## config.mk

```make
export PLATFORM = sky130hd
export DESIGN_NAME = wdog_ctl
export DESIGN_NICKNAME = d
export VERILOG_FILES = /design/src/rtl/wdog_pkg.sv /design/src/rtl/wdog_csr.sv /design/src/rtl/wdog_timer.sv /design/src/rtl/wdog_rstpulse.sv /design/src/rtl/wdog_ctl.sv
export SDC_FILE = /design/constraint.sdc
export NUM_CORES = 1
export LEC_CHECK = 0
export ABC_AREA = 1
export BUFFER_PORTS_ARGS = -buffer_cell sky130_fd_sc_hd__buf_2
export CORE_MARGIN = 3
export CORE_UTILIZATION = 48
export CTS_CLUSTER_SIZE = 24
export DETAILED_ROUTE_END_ITERATION = 6
export PLACE_DENSITY = 0.68
export SYNTH_ARGS = -nofsm -noshare
export SYNTH_HDL_FRONTEND = slang
export SYNTH_HIERARCHICAL = 1
export SYNTH_SLANG_ARGS = --single-unit
```

## constraint.sdc

```tcl
create_clock -name clk_i -period 1.7 [get_ports clk_i]
set_input_delay 0.085 -clock clk_i [delete_from_list [all_inputs] [get_ports clk_i]]
set_output_delay 0.085 -clock clk_i [all_outputs]
set_load 0.02 [all_outputs]
```

## src/rtl/wdog_pkg.sv

```systemverilog
package wdog_pkg;
  localparam int DW = 8;
  // register bit positions
  localparam int B_ARM  = 0;
  localparam int B_KICK = 1;
  localparam int B_BTEN = 2;
  localparam int B_LED  = 3;
  localparam int B_ERRA = 4;
  localparam int B_ERRB = 5;
  localparam int B_PWRF = 6;
  localparam int B_CLR  = 7;
endpackage

```

## src/rtl/wdog_csr.sv

```systemverilog
module wdog_csr
  import wdog_pkg::*;
(
  input  logic          clk_i,
  input  logic          rst_ni,
  input  logic          wr_i,
  input  logic [DW-1:0] wdata_i,
  input  logic          berr_a_i,
  input  logic          berr_b_i,
  input  logic          pwrfail_i,
  input  logic          expire_i,
  input  logic          busy_i,
  output logic          arm_o,
  output logic          kick_o,
  output logic          bt_en_o,
  output logic          led_o,
  output logic [DW-1:0] rdata_o
);
  logic arm_q, arm_d, bt_q, bt_d, led_q, led_d;
  logic ea_q, ea_d, eb_q, eb_d;

  always_comb begin
    arm_d = arm_q;
    if (wr_i && wdata_i[B_ARM] && !busy_i) arm_d = 1'b1;
    if (expire_i)                          arm_d = 1'b0;
    bt_d  = wr_i ? wdata_i[B_BTEN] : bt_q;
    led_d = wr_i ? wdata_i[B_LED]  : led_q;
    ea_d  = ea_q;
    eb_d  = eb_q;
    if (wr_i && wdata_i[B_CLR]) begin
      ea_d = 1'b0;
      eb_d = 1'b0;
    end
    if (berr_a_i) ea_d = 1'b1;
    if (berr_b_i) eb_d = 1'b1;
  end

  always_ff @(posedge clk_i or negedge rst_ni) begin
    if (!rst_ni) begin
      arm_q <= 1'b0;
      bt_q  <= 1'b0;
      led_q <= 1'b0;
      ea_q  <= 1'b0;
      eb_q  <= 1'b0;
    end else begin
      arm_q <= arm_d;
      bt_q  <= bt_d;
      led_q <= led_d;
      ea_q  <= ea_d;
      eb_q  <= eb_d;
    end
  end

  assign kick_o  = wr_i && wdata_i[B_KICK] && arm_q;
  assign arm_o   = arm_q;
  assign bt_en_o = bt_q;
  assign led_o   = led_q;

  always_comb begin
    rdata_o         = '0;
    rdata_o[B_ARM]  = arm_q;
    rdata_o[B_BTEN] = bt_q;
    rdata_o[B_LED]  = led_q;
    rdata_o[B_ERRA] = ea_q;
    rdata_o[B_ERRB] = eb_q;
    rdata_o[B_PWRF] = pwrfail_i;
  end
endmodule

```

## src/rtl/wdog_timer.sv

```systemverilog
module wdog_timer #(
  parameter int unsigned TIMEOUT_CYC = 51_200_000
) (
  input  logic clk_i,
  input  logic rst_ni,
  input  logic arm_i,
  input  logic kick_i,
  output logic expire_o
);
  localparam int CW = $clog2(TIMEOUT_CYC);
  localparam logic [CW-1:0] LAST = CW'(TIMEOUT_CYC - 1);

  logic [CW-1:0] cnt_q, cnt_d;
  logic          cnt_en;

  assign expire_o = arm_i && !kick_i && (cnt_q == LAST);
  assign cnt_en   = arm_i || (cnt_q != '0);

  always_comb begin
    if (!arm_i || kick_i || expire_o) cnt_d = '0;
    else                              cnt_d = cnt_q + 1'b1;
  end

  always_ff @(posedge clk_i or negedge rst_ni) begin
    if (!rst_ni)     cnt_q <= '0;
    else if (cnt_en) cnt_q <= cnt_d;
  end
endmodule

```

## src/rtl/wdog_rstpulse.sv

```systemverilog
module wdog_rstpulse #(
  parameter int unsigned RST_CYC = 16
) (
  input  logic clk_i,
  input  logic rst_ni,
  input  logic fire_i,
  output logic pulse_o
);
  localparam int RW = $clog2(RST_CYC + 1);

  logic [RW-1:0] rcnt_q, rcnt_d;
  logic          rcnt_en;

  assign pulse_o = (rcnt_q != '0);
  assign rcnt_en = fire_i || pulse_o;

  always_comb begin
    if (fire_i) rcnt_d = RW'(RST_CYC);
    else        rcnt_d = rcnt_q - 1'b1;
  end

  always_ff @(posedge clk_i or negedge rst_ni) begin
    if (!rst_ni)      rcnt_q <= '0;
    else if (rcnt_en) rcnt_q <= rcnt_d;
  end
endmodule

```

## src/rtl/wdog_ctl.sv

```systemverilog
module wdog_ctl #(
  parameter int unsigned TIMEOUT_CYC = 51_200_000,
  parameter int unsigned RST_CYC     = 16
) (
  input  logic       clk_i,
  input  logic       rst_ni,
  input  logic       wr_i,
  input  logic [7:0] wdata_i,
  output logic [7:0] rdata_o,
  input  logic       berr_a_i,
  input  logic       berr_b_i,
  input  logic       pwrfail_i,
  input  logic       strap_sysrst_i,
  output logic       sys_rst_o,
  output logic       ext_rst_o,
  output logic       run_o,
  output logic       bt_en_o,
  output logic       led_o
);
  logic arm, kick, expire, pulse;

  wdog_csr u_csr (
    .clk_i     (clk_i),
    .rst_ni    (rst_ni),
    .wr_i      (wr_i),
    .wdata_i   (wdata_i),
    .berr_a_i  (berr_a_i),
    .berr_b_i  (berr_b_i),
    .pwrfail_i (pwrfail_i),
    .expire_i  (expire),
    .busy_i    (pulse),
    .arm_o     (arm),
    .kick_o    (kick),
    .bt_en_o   (bt_en_o),
    .led_o     (led_o),
    .rdata_o   (rdata_o)
  );

  wdog_timer #(.TIMEOUT_CYC(TIMEOUT_CYC)) u_timer (
    .clk_i    (clk_i),
    .rst_ni   (rst_ni),
    .arm_i    (arm),
    .kick_i   (kick),
    .expire_o (expire)
  );

  wdog_rstpulse #(.RST_CYC(RST_CYC)) u_pulse (
    .clk_i   (clk_i),
    .rst_ni  (rst_ni),
    .fire_i  (expire),
    .pulse_o (pulse)
  );

  assign sys_rst_o = pulse;
  assign ext_rst_o = pulse && strap_sysrst_i;
  assign run_o     = arm;
endmodule

```

### Word-level counts from Yosys, hierarchy flattened

Index checks and enable logic that the tools add are counted.

| operators by class | value |
|---|---|
| reduce and logical (&&, ||, !) cells | 20 |
| $add $sub $neg | 2 |
| muxes and demuxes | 7 |
| equality and inequality tests | 1 |

Operators with widths:

| cell | count |
|---|---|
| 26-bit by 1-bit adder with 26-bit output, second input constant | 1 |
| 26-bit == test, second input constant | 1 |
| 26-bit 2-to-1 mux | 1 |
| 26-bit nonzero test | 1 |
| 1-bit logical AND | 8 |
| 2-bit nonzero test | 3 |
| 1-bit 2-to-1 mux | 5 |
| 5-bit 2-to-1 mux | 1 |
| 5-bit nonzero test | 1 |
| 5-bit by 1-bit subtractor with 5-bit output, second input constant | 1 |
| 1-bit logical OR | 4 |
| 1-bit logical NOT | 3 |

| word-level totals | value |
|---|---|
| register bits | 36 |
| bits of input ports | 15 |
| output and inout port bits | 13 |
| logic and storage cells | 37 |

### Logic depth before layout (Yosys ltp)

Gate-level depths: netlist of the first run.

| logic depth | value |
|---|---|
| word-level depth | 7 |
| depth in mapped cells | 9 |

### Hierarchy

Netlist of the first run, hierarchy kept.

Modules (own cells, without submodules):

| module | sequential area each (um2) | instances | cells an instance | area each (um2) |
|---|---|---|---|---|
| wdog_timer | 650.6 | 1 | 253 | 1,677.9 |
| wdog_rstpulse | 125.1 | 1 | 33 | 260.2 |
| wdog_csr | 125.1 | 1 | 29 | 257.7 |
| wdog_ctl | 0.0 | 1 | 2 | 7.5 |

### Worst setup path after synthesis of the first run

OpenSTA, ideal clock, no wires.

| timing | value |
|---|---|
| path type | reg-to-reg |
| from | register u_timer.cnt_q[0] |
| to | register u_pulse.rcnt_q[0] |
| setup time | 0.118 ns |
| stages on the path, launching flop included | 9 |
| clock period less this slack | 1.454 ns |
| path slack | 0.246 ns |
| required time | 1.582 ns |
| arrival time | 1.336 ns |
| path buffers | 0 |
| path through | dfrtp_1 > ha_1 > inv_1 > nor2_2 > nand3_1 > and3b_1 > inv_1 > nand3_1 > nand2_1 |

| on the way | value |
|---|---|
| cells in the longest elaborated chain, start to end | 3 |
| elaborated cells on any way between the ends | 4 |

RTL lines:

| element | line | RTL |
|---|---|---|
| from (decl) | wdog_timer.sv:13 | `logic [CW-1:0] cnt_q, cnt_d;` |
| from (signal assigned) | wdog_timer.sv:26 | `else if (cnt_en) cnt_q <= cnt_d;` |
| 26-bit == test * | wdog_timer.sv:16 | `assign expire_o = arm_i && !kick_i && (cnt_q == LAST);` |
| 1-bit logical AND * | wdog_timer.sv:16 |  |
| net expire | wdog_ctl.sv:20 | `logic arm, kick, expire, pulse;` |
| 5-bit 2-to-1 mux or 1-bit logical OR (tied branches) | wdog_rstpulse.sv:18, wdog_rstpulse.sv:15 |  |
| to (signal assigned) | wdog_rstpulse.sv:24 | `else if (rcnt_en) rcnt_q <= rcnt_d;` |
| to (decl) | wdog_rstpulse.sv:11 | `logic [RW-1:0] rcnt_q, rcnt_d;` |

Mark *: on every way through the listed nets, which the timed path passes. The rest lies on a longest branch.
A chain may end at the register's enable or synchronous reset.

### Worst setup path in the final report of the first run

| timing | value |
|---|---|
| from | register u_pulse.rcnt_q[0] |
| to | output port ext_rst_o |

| on the way | value |
|---|---|
| cells in the longest elaborated chain, start to end | 2 |

RTL lines:

| element | line | RTL |
|---|---|---|
| 5-bit nonzero test | wdog_rstpulse.sv:14 | `assign pulse_o = (rcnt_q != '0);` |
| 1-bit logical AND | wdog_ctl.sv:55 | `assign ext_rst_o = pulse && strap_sysrst_i;` |
| to (decl) | wdog_ctl.sv:15 | `output logic ext_rst_o,` |

No other way between the ends.

==> results.yml, run 1 <==
worst_hold_path:
  whs_path_depth: 3
  hold_class: "in -> reg"
finish:
  fillers: 437
  seq_area_um2: 902
  final_cell_area_um2: 2520
  fin_nets: 369
  area_delta_synth_final_pct: 14.2
  num_antenna_cells: 0
  multi_input_area_um2: 1110
  drive_gt1_share_pct: 15.1
sta:
  setup_slack_ns: 0.159
  setup_violations: 0
  final_hold_viol_count: 0
  fin_worst_skew_ns: 0.00867
  tns_ns: 0
  finalCritPeriodShare_pct: 90.6
  rsz0062_at_grt: "no"
  finalCriticalPeriod_ns: 1.54
  fmax_mhz: 649
  slew_viol_final: 0
  fin_hold_ws_ns: 0.0156
floorplan:
  core-area_um2: 4380
  initial_core_util_pct: 50.3
  ios: 28
  die_w_um: 73.8
  row_count: 24
  die_h_um: 73.8
  die-area_um2: 5440
synthesis:
  yosys_warnings: 6
  ys_seq_elements: 36
  synthCells: 317
  avgSynthCellArea_um2: 6.95
  yosysSeqAreaShare_pct: 40.9
  syn_area_um2: 2200
  ys_types: 23
placement:
  io_buffers: 20
  routabilityCongestion: 0.842
  placedInstanceArea_um2: 2360
  place_hpwl_um: 3650
  dpl_worst_slack_ns: 0.109
worst_setup_path:
  worstPathRequired_ns: 1.62
  rr_worst_depth: 7
  crit_fanout: 8
  cp.arrival_ns: 1.46
  critical_path_class: "reg -> out"
  cp-start-kind: "register"
  end_kind: "output port"
route:
  drtIter0Drc: 97
  first_pass_iters: 4
  ant_nets: 0
  wirelength_um: 4750
  wl_per_cell_um: 11.8
  viasPerCell: 4.84
  vias: 1949
  drc: 0
cts:
  cts_tree: "done"
  root_buffer: "clkbuf_8"
  cts.htree.levels: 2
  cts_buffers: 5
  clkTransAtPathRegs_ns: 0.07
  cts_max_path_buffers: 2
  insertion_delay_ns: 0.29
  numClockSinks: 36
global_routing:
  grt.overflow.total: 0
  grt.met1_usage_pct: 27.4
  grtUsageMet3_pct: 4.51
  grt_pass1_vias: 1938
  grt.met2_usage_pct: 32.6
  grt_pass1_wl_um: 8580
  grt_usage_pct: 20.3
  grt_start_max_net_pins: 37
  grt-busiest-layer: "met2"
  antenna_found_initial: 0
power_and_ir_drop:
  power.total_w: 0.00181
  cellPowerDensity_nw_per_um2: 721
  max-vdd-ir-drop_v: 0.000525
  leakagePower_nw: 1.19
run_status:
  status: "complete, no violations"
job:
  maxCapViolCount: 0
## where the power goes
part | internal, W | total, W | switching (W)
Combinational | 0.0000973 | 0.000248 | 0.000151
Clock | 0.000329 | 0.000623 | 0.000294
Sequential | 0.000898 | 0.000942 | 0.0000445
Total | 0.00132 | 0.00181 | 0.000489
## path summary, 6_finish.rpt
| path | startpoint | to | slack (ns) |
|---|---|---|---|
| worst min-delay path | wdata_i[2] | u_csr/bt_en_o$_DFFE_PN0P_ | 0.02 |
| worst max register to register | u_timer/cnt_q[22]$_DFFE_PN0P_ | u_pulse/rcnt_q[0]$_DFFE_PN0P_ | 0.18 |
| max in group asynchronous | rst_ni | u_timer/cnt_q[0]$_DFFE_PN0P_ | 1.00 |
| worst max-delay path | u_pulse/rcnt_q[0]$_DFFE_PN0P_ | ext_rst_o | 0.16 |
| worst min register to register | u_pulse/rcnt_q[0]$_DFFE_PN0P_ | u_pulse/rcnt_q[0]$_DFFE_PN0P_ | 0.47 |
| min in group asynchronous | rst_ni | u_timer/cnt_q[22]$_DFFE_PN0P_ | 0.35 |
## stage by stage
step / cells / util [%]
after floorplan: 318 / -
after global placement: 390 / 53.9
after detailed placement: 390 / 53.9
after CTS: 402 / 57.0
after global routing: 403 / 57.4
final: 403 / 57.4
## layer usage
metal / share of wire (%) / wire length [µm]
met4: 1.4 / 66
met3: 3.5 / 165
met1: 49 / 2300
met5: 0 / 0
met2: 47 / 2210
## state kept, by name (all words and copies together), names as in the netlist
name / cells
u_timer/cnt_q: 26
u_pulse/rcnt_q: 5
u_csr/eb_q: 1
u_csr/ea_q: 1
u_csr/arm_o: 1
u_csr/led_o: 1
u_csr/bt_en_o: 1
## cell usage after synthesis
cell type / count / area, µm²
a21o_1: 2 / 15.0
a21oi_1: 2 / 10.0
and3b_1: 1 / 8.76
buf_4: 8 / 60.1
buf_6: 2 / 22.5
conb_1: 1 / 3.75
dfrtp_1: 36 / 901
ha_1: 4 / 50.1
inv_1: 32 / 120
inv_2: 1 / 3.75
nand2_1: 94 / 353
nand2_2: 2 / 12.5
nand2_4: 1 / 11.3
nand3_1: 23 / 115
nand3_2: 1 / 10.0
nand3b_1: 1 / 7.51
nand4_1: 5 / 31.3
nor2_1: 74 / 278
nor2_2: 8 / 50.1
nor3_1: 2 / 10.0
o21ai_0: 5 / 25.0
xnor2_1: 7 / 61.3
xor2_1: 5 / 43.8
## cells by family (layout without fill, tap and decap cells)
family,after synthesis,after routing,share of synthesized area (%)
fa+ha+maj,4,4,2.27
other cells,1,2,0.170
simple gates,212,212,40.3
buf+inv,43,76,9.37
compound gates,9,9,2.27
flops,36,36,40.9
xor+xnor,12,12,4.77
## critical path, cell delays in order, from the launching register on
cell and delay, ns:
dfrtp_1 0.38, inv_1 0.12, ha_1 0.26, nand3_4 0.14, nand2_1 0.09, inv_1 0.04, buf_2 0.15
## placed cells by master (no fill, tap or decap), types with 4 or more instances in the layout
cell type / instances
buf_2: 20
buf_4: 11
clkbuf_8: 6
dfrtp_1: 35
dlygate4sd3_1: 4
ha_1: 4
inv_1: 32
nand2_1: 94
nand3_1: 23
nand4_1: 5
nor2_1: 74
nor2_2: 8
o21ai_0: 5
xnor2_1: 7
xor2_1: 5
## cell type report
cell class              instances  share of cell area [%]
clock inverters                 1                   0.298
multi-input cells             239                    44.1
inverters                      33                    4.92
repair buffers                 35                    8.85
well taps                      52                    2.59
clock buffers                   7                    3.43
flip-flops and latches         36                    35.9
## what timing repair did
item	4_1_cts	5_1_grt
buffers inserted	0	1
setup endpoints to repair	0	29
resized for setup	0	3
endpoints found under the hold margin	39	0
hold buffers	4	0
Power figures use the tool's default switching activity.
==> inputs of run 2 (changes only) <==
==> constraint.sdc (replaced) <==
create_clock -name clk_i -period 1.65 [get_ports clk_i]
set_input_delay 0.0825 -clock clk_i [delete_from_list [all_inputs] [get_ports clk_i]]
set_output_delay 0.0825 -clock clk_i [all_outputs]
set_load 0.02 [all_outputs]
==> results.yml, run 2 (same netlist as run 1, synthesis figures left out) <==
run_status:
  status: "complete, no violations"
global_routing:
  grt_usage_pct: 19.7
  grt_pass1_wl_um: 8050
  grt.overflow.total: 0
  grt_pass1_vias: 1813
  antenna_found_initial: 0
  grt_start_max_net_pins: 37
route:
  viasPerCell: 4.84
  drtIter0Drc: 160
  vias: 1962
  wl_per_cell_um: 11.9
  drc: 0
  wirelength_um: 4830
  first_pass_iters: 4
  ant_nets: 0
finish:
  top_regs: "u_timer/cnt_q (26), u_pulse/rcnt_q (5)"
  final_cell_mix: "nand2_1 (94), nor2_1 (74), dfrtp_1 (35)"
  drive_gt1_share_pct: 15.6
  area_delta_synth_final_pct: 14.9
  fin_nets: 372
  final_core_util_pct: 57.7
  final_common_cell: "nand2_1"
  regMostFlops: "u_timer/cnt_q"
  num_antenna_cells: 0
  largest_register_ffs: 26
placement:
  routabilityCongestion: 0.901
  place_hpwl_um: 3600
  dpl_worst_slack_ns: 0.0683
  io_buffers: 20
power_and_ir_drop:
  p_sw_share_pct: 27.7
  netSwitchingPower_w: 0.000505
  power.share.clock_pct: 32.0
  max-vdd-ir-drop_v: 0.000667
  seqPwrFrac_pct: 53.2
  pwr-share-comb_pct: 14.8
  leakagePower_nw: 1.20
  internal_power_w: 0.00132
  cellPowerDensity_nw_per_um2: 720
cts:
  cts_tree: "done"
  numClockSinks: 36
  root_buffer: "clkbuf_8"
  insertion_delay_ns: 0.29
  cts_max_path_buffers: 2
  cts.htree.levels: 2
  clkTransAtPathRegs_ns: 0.07
  cts_buffers: 5
sta:
  setup_slack_ns: 0.108
  fin_hold_ws_ns: 0.0316
  finalCritPeriodShare_pct: 93.4
  fmax_mhz: 649
  final_hold_viol_count: 0
  tns_ns: 0
  setup_violations: 0
  slew_viol_final: 0
  rsz0062_at_grt: "no"
  fin_worst_skew_ns: 0.00797
  finalCriticalPeriod_ns: 1.54
worst_setup_path:
  reg2reg_from: "u_timer/cnt_q[22]$_DFFE_PN0P_"
  cp.arrival_ns: 1.72
  worstPathRequired_ns: 1.83
  critical_path_class: "reg -> reg"
  crit_fanout: 5
  end_kind: "register"
  cp-start-kind: "register"
  cp-startpoint: "u_timer/cnt_q[22]$_DFFE_PN0P_"
  r2r_end: "u_pulse/rcnt_q[2]$_DFFE_PN0P_"
  critPathCapture: "u_pulse/rcnt_q[2]$_DFFE_PN0P_"
  rr_worst_depth: 7
  r2r_setup_slack_ns: 0.11
worst_hold_path:
  hold_class: "in -> reg"
floorplan:
  die-area_um2: 5440
  ios: 28
  core-area_um2: 4380
  die_w_um: 73.8
  initial_core_util_pct: 50.3
  die_h_um: 73.8
  row_count: 24
job:
  maxCapViolCount: 0
==> run 2: how the worst min path moves through the flow <==
stage | startpoint | to | cells after the start
2_1_floorplan | rst_ni | u_csr/arm_o$_DFFE_PN0P_ | 0
6_report | wdata_i[2] | u_csr/bt_en_o$_DFFE_PN0P_ | 3
3_5_place_dp | rst_ni | u_pulse/rcnt_q[0]$_DFFE_PN0P_ | 2
4_1_cts | wdata_i[2] | u_csr/bt_en_o$_DFFE_PN0P_ | 3
3_3_place_gp | rst_ni | u_pulse/rcnt_q[1]$_DFFE_PN0P_ | 2
5_1_grt | wdata_i[2] | u_csr/bt_en_o$_DFFE_PN0P_ | 3
==> run 2: timing repair <==
action,CTS,global route
setup endpoints to repair,0,29
setup buffers,0,1
gates resized for setup,0,4
hold buffers,4,0
endpoints found under the hold margin,39,0
==> run 2: layer usage <==
metal | GRT usage [%] | vias to the layer above | part of all wire (%)
met5 | 0 | - | 0
met4 | 8.25 | 0 | 1.7
met3 | 4.92 | 7 | 3.5
met2 | 31.1 | 33 | 46
met1 | 25.6 | 885 | 49
li1 | - | 1037 | -
==> run 2: final cells by class <==
class / count / area, µm²
fillers: 420 / 1850
multi-input cells: 239 / 1120
flip-flops and latches: 36 / 902
repair buffers: 38 / 245
inverters: 33 / 124
clock buffers: 6 / 72.6
well taps: 52 / 65.1
clock inverters: 1 / 5.00
==> run 2: through the flow <==
step | cells | power [W] | cell area, µm²
finish | 405 | 0.00182 | 2530
global route | 405 | 0.00192 | 2530
CTS | 404 | 0.00182 | 2500
detailed placement | 393 | 0.00122 | 2390
global placement | 393 | 0.00123 | 2390
floorplan | 318 | 0.00115 | 2210
==> run 2: power groups by stage <==
stage	registers, W	logic [W]	clock network [W]
5_1_grt	0.000977	0.000303	0.000645
2_1_floorplan	0.000985	0.000167	0
4_1_cts	0.000970	0.000248	0.000599
3_5_place_dp	0.000987	0.000238	0
3_3_place_gp	0.000987	0.000239	0
6_report	0.000970	0.000270	0.000584
==> run 2: critical path, stage by stage, from the launching register on <==
cell and delay [ns]:
dfrtp_1 0.41, nor2_1 0.20, nand2_1 0.12, nor3_1 0.22, and3b_2 0.25, inv_1 0.10
nand3_1 0.10, inv_1 0.05
==> inputs of run 3 (changes only) <==
--- a/config.mk
+++ b/config.mk
@@ -5,7 +5,6 @@
 export SDC_FILE = /design/constraint.sdc
 export NUM_CORES = 1
 export LEC_CHECK = 0
-export ABC_AREA = 1
 export BUFFER_PORTS_ARGS = -buffer_cell sky130_fd_sc_hd__buf_2
 export CORE_MARGIN = 3
 export CORE_UTILIZATION = 48
==> results.yml, run 3 <==
run_status:
  status: "finished with violations"
  failed_checks: "negative setup slack"
synthesis:
  yosysSeqAreaShare_pct: 44.1
  yosysMostFrequentCell: "dfrtp_1"
  synth_edf_count: 0
  synth.area.top_cells: "dfrtp_1 (44%), a21oi_1 (3.9%), a22oi_1 (3.7%)"
  synth_common_cells: "dfrtp_1 (36), a21oi_1 (16), nand2_1 (12), nand4_1 (12), or3_1 (12)"
  ys_seq_elements: 36
  synthCells: 212
  synth_area_leader_cell: "dfrtp_1"
  ys_types: 46
  synth_top_cell_area_share_pct: 44.1
  syn_area_um2: 2040
  avgSynthCellArea_um2: 9.63
  async_flop_share_pct: 100
  synth_ff_type: "dfrtp_1"
  yosys_warnings: 6
job:
  maxCapViolCount: 0
cts:
  cts_tree: "done"
  root_buffer: "clkbuf_8"
  cts_buffers: 5
  insertion_delay_ns: 0.30
  numClockSinks: 36
  clkTransAtPathRegs_ns: 0.08
  cts.htree.levels: 2
  cts_max_path_buffers: 2
worst_setup_path:
  cp-start-kind: "register"
  crit_fanout: 8
  cp.arrival_ns: 1.96
  end_kind: "register"
  worstPathRequired_ns: 1.82
  critical_path_class: "reg -> reg"
route:
  viasPerCell: 5.65
  vias: 1860
  first_pass_iters: 4
  drtIter0Drc: 108
  drc: 0
  wl_per_cell_um: 14.9
  ant_nets: 0
  wirelength_um: 4900
sta:
  fmax_mhz: 558
  setup_violations: 28
  setup_slack_ns: -0.143
  finalCriticalPeriod_ns: 1.79
  finalCritPeriodShare_pct: 109
  fin_hold_ws_ns: 0.0201
  final_hold_viol_count: 0
  rsz0062_at_grt: "yes"
  slew_viol_final: 0
  fin_worst_skew_ns: 0.00819
global_routing:
  grt_start_max_net_pins: 20
  grt_usage_pct: 20.9
  grt_pass1_vias: 1757
  grt_pass1_wl_um: 8360
  antenna_found_initial: 0
  grt.overflow.total: 0
floorplan:
  die-area_um2: 5070
  die_h_um: 71.2
  core-area_um2: 4060
  row_count: 23
  initial_core_util_pct: 50.3
  ios: 28
  die_w_um: 71.2
placement:
  place_hpwl_um: 3320
  io_buffers: 20
  routabilityCongestion: 0.824
finish:
  fillers: 309
  regMostFlops: "u_timer/cnt_q"
  num_antenna_cells: 0
  largest_register_ffs: 26
  drive_gt1_share_pct: 40.1
  final_cell_mix: "buf_4 (45), dfrtp_1 (31), buf_2 (18)"
  top_regs: "u_timer/cnt_q (26), u_pulse/rcnt_q (5)"
  fin_nets: 297
  area_delta_synth_final_pct: 38.2
  final_common_cell: "buf_4"
power_and_ir_drop:
  max-vdd-ir-drop_v: 0.000548
  leakagePower_nw: 1.30
  cellPowerDensity_nw_per_um2: 730
  power.total_w: 0.00206
worst_hold_path:
  hold_class: "in -> reg"
run 3: changes by cell type after synthesis, moves of 10 or more:
| cell | before | now |
|---|---|---|
| nand2_1 | 94 | 12 |
| nor2_1 | 74 | 5 |
| inv_1 | 32 | 9 |
| nand3_1 | 23 | 7 |
| a21oi_1 | 2 | 16 |
| or3_1 | 0 | 12 |
| a22oi_1 | 0 | 10 |
run 3: stage by stage:
stage / setup WS, ns / util, % / area (µm²) / cells / TNS, ns
floorplan: -0.0604 / - / 2110 / 213 / -1.13
global placement: -0.148 / 60.3 / 2440 / 302 / -3.24
CTS: -0.115 / 66.7 / 2710 / 321 / -1.59
detailed placement: -0.188 / 60.3 / 2440 / 302 / -4.19
finish: -0.143 / 69.5 / 2820 / 329 / -2.82
global route: -0.212 / 69.5 / 2820 / 329 / -5.54
run 3: per-layer routing:
metal / up-vias / global-route usage, % / wire (µm)
met4: 0 / 5.01 / 44
met3: 4 / 6.17 / 269
met2: 45 / 34.4 / 2380
li1: 900 / - / -
met1: 911 / 27.3 / 2210
met5: - / 0 / 0
run 3: worst max-delay path, cell delays in order (launching register included):
cell       delay, ns
dfrtp_2         0.42
ha_2            0.21
and4_4          0.23
nand4_1         0.08
buf_4           0.17
o21ai_4         0.26
clkbuf_16       0.21
a22oi_1         0.08
run 3: repair_timing:
item | 4_1_cts | 5_1_grt
setup endpoints to repair | 34 | 34
gates cloned | 0 | 1
setup buffers | 8 | 7
gates resized for setup | 19 | 5
pin swaps | 8 | 7
hold buffers | 3 | 0
hold endpoints to repair | 20 | 0
run 3: cell families (layout without fill, tap and decap cells):
family / Yosys count / count (layout) / share of synthesized area, %
AOI/OAI and AO/OA: 47 / 47 / 14.5
xor gates and xnor gates: 12 / 12 / 5.15
adders and majority gates: 4 / 4 / 2.45
buffers and inverters: 28 / 94 / 7.66
DFF: 36 / 36 / 44.1
muxes: 3 / 3 / 1.59
other: 1 / 2 / 0.184
and+or+nand+nor: 81 / 81 / 24.4
run 3: layout make-up:
| type | instances | area [µm²] | share of cell area [%] |
|---|---|---|---|
| Clock inverter | 2 | 35.0 | 1.24 |
| Tap cell | 50 | 62.6 | 2.22 |
| Sequential cell | 36 | 907 | 32.2 |
| Clock buffer | 6 | 72.6 | 2.57 |
| Inverter | 9 | 33.8 | 1.20 |
| Multi-Input combinational cell | 149 | 1080 | 38.3 |
| Timing Repair Buffer | 77 | 631 | 22.4 |
run 3: final timing paths:
path                                              start                             to  slack (ns)  cells after the start
min in group asynchronous                        rst_ni        u_csr/led_o$_DFFE_PN0P_        0.26                      2
setup reg to reg           u_timer/cnt_q[0]$_DFFE_PN0P_  u_timer/cnt_q[22]$_DFFE_PN0P_       -0.14                      7
hold / removal                               wdata_i[2]      u_csr/bt_en_o$_DFFE_PN0P_        0.02                      2
hold reg to reg                  u_csr/ea_q$_DFFE_PN0P_         u_csr/ea_q$_DFFE_PN0P_        0.48                      1
setup / recovery           u_timer/cnt_q[0]$_DFFE_PN0P_  u_timer/cnt_q[22]$_DFFE_PN0P_       -0.14                      7
max in group asynchronous                        rst_ni   u_timer/cnt_q[0]$_DFFE_PN0P_        0.93                      3
run 3: power breakdown:
part           leakage (nW)  internal (W)  switching (W)
clock network        0.0552      0.000448       0.000319
logic                 0.769      0.000149       0.000142
registers             0.474      0.000932      0.0000690
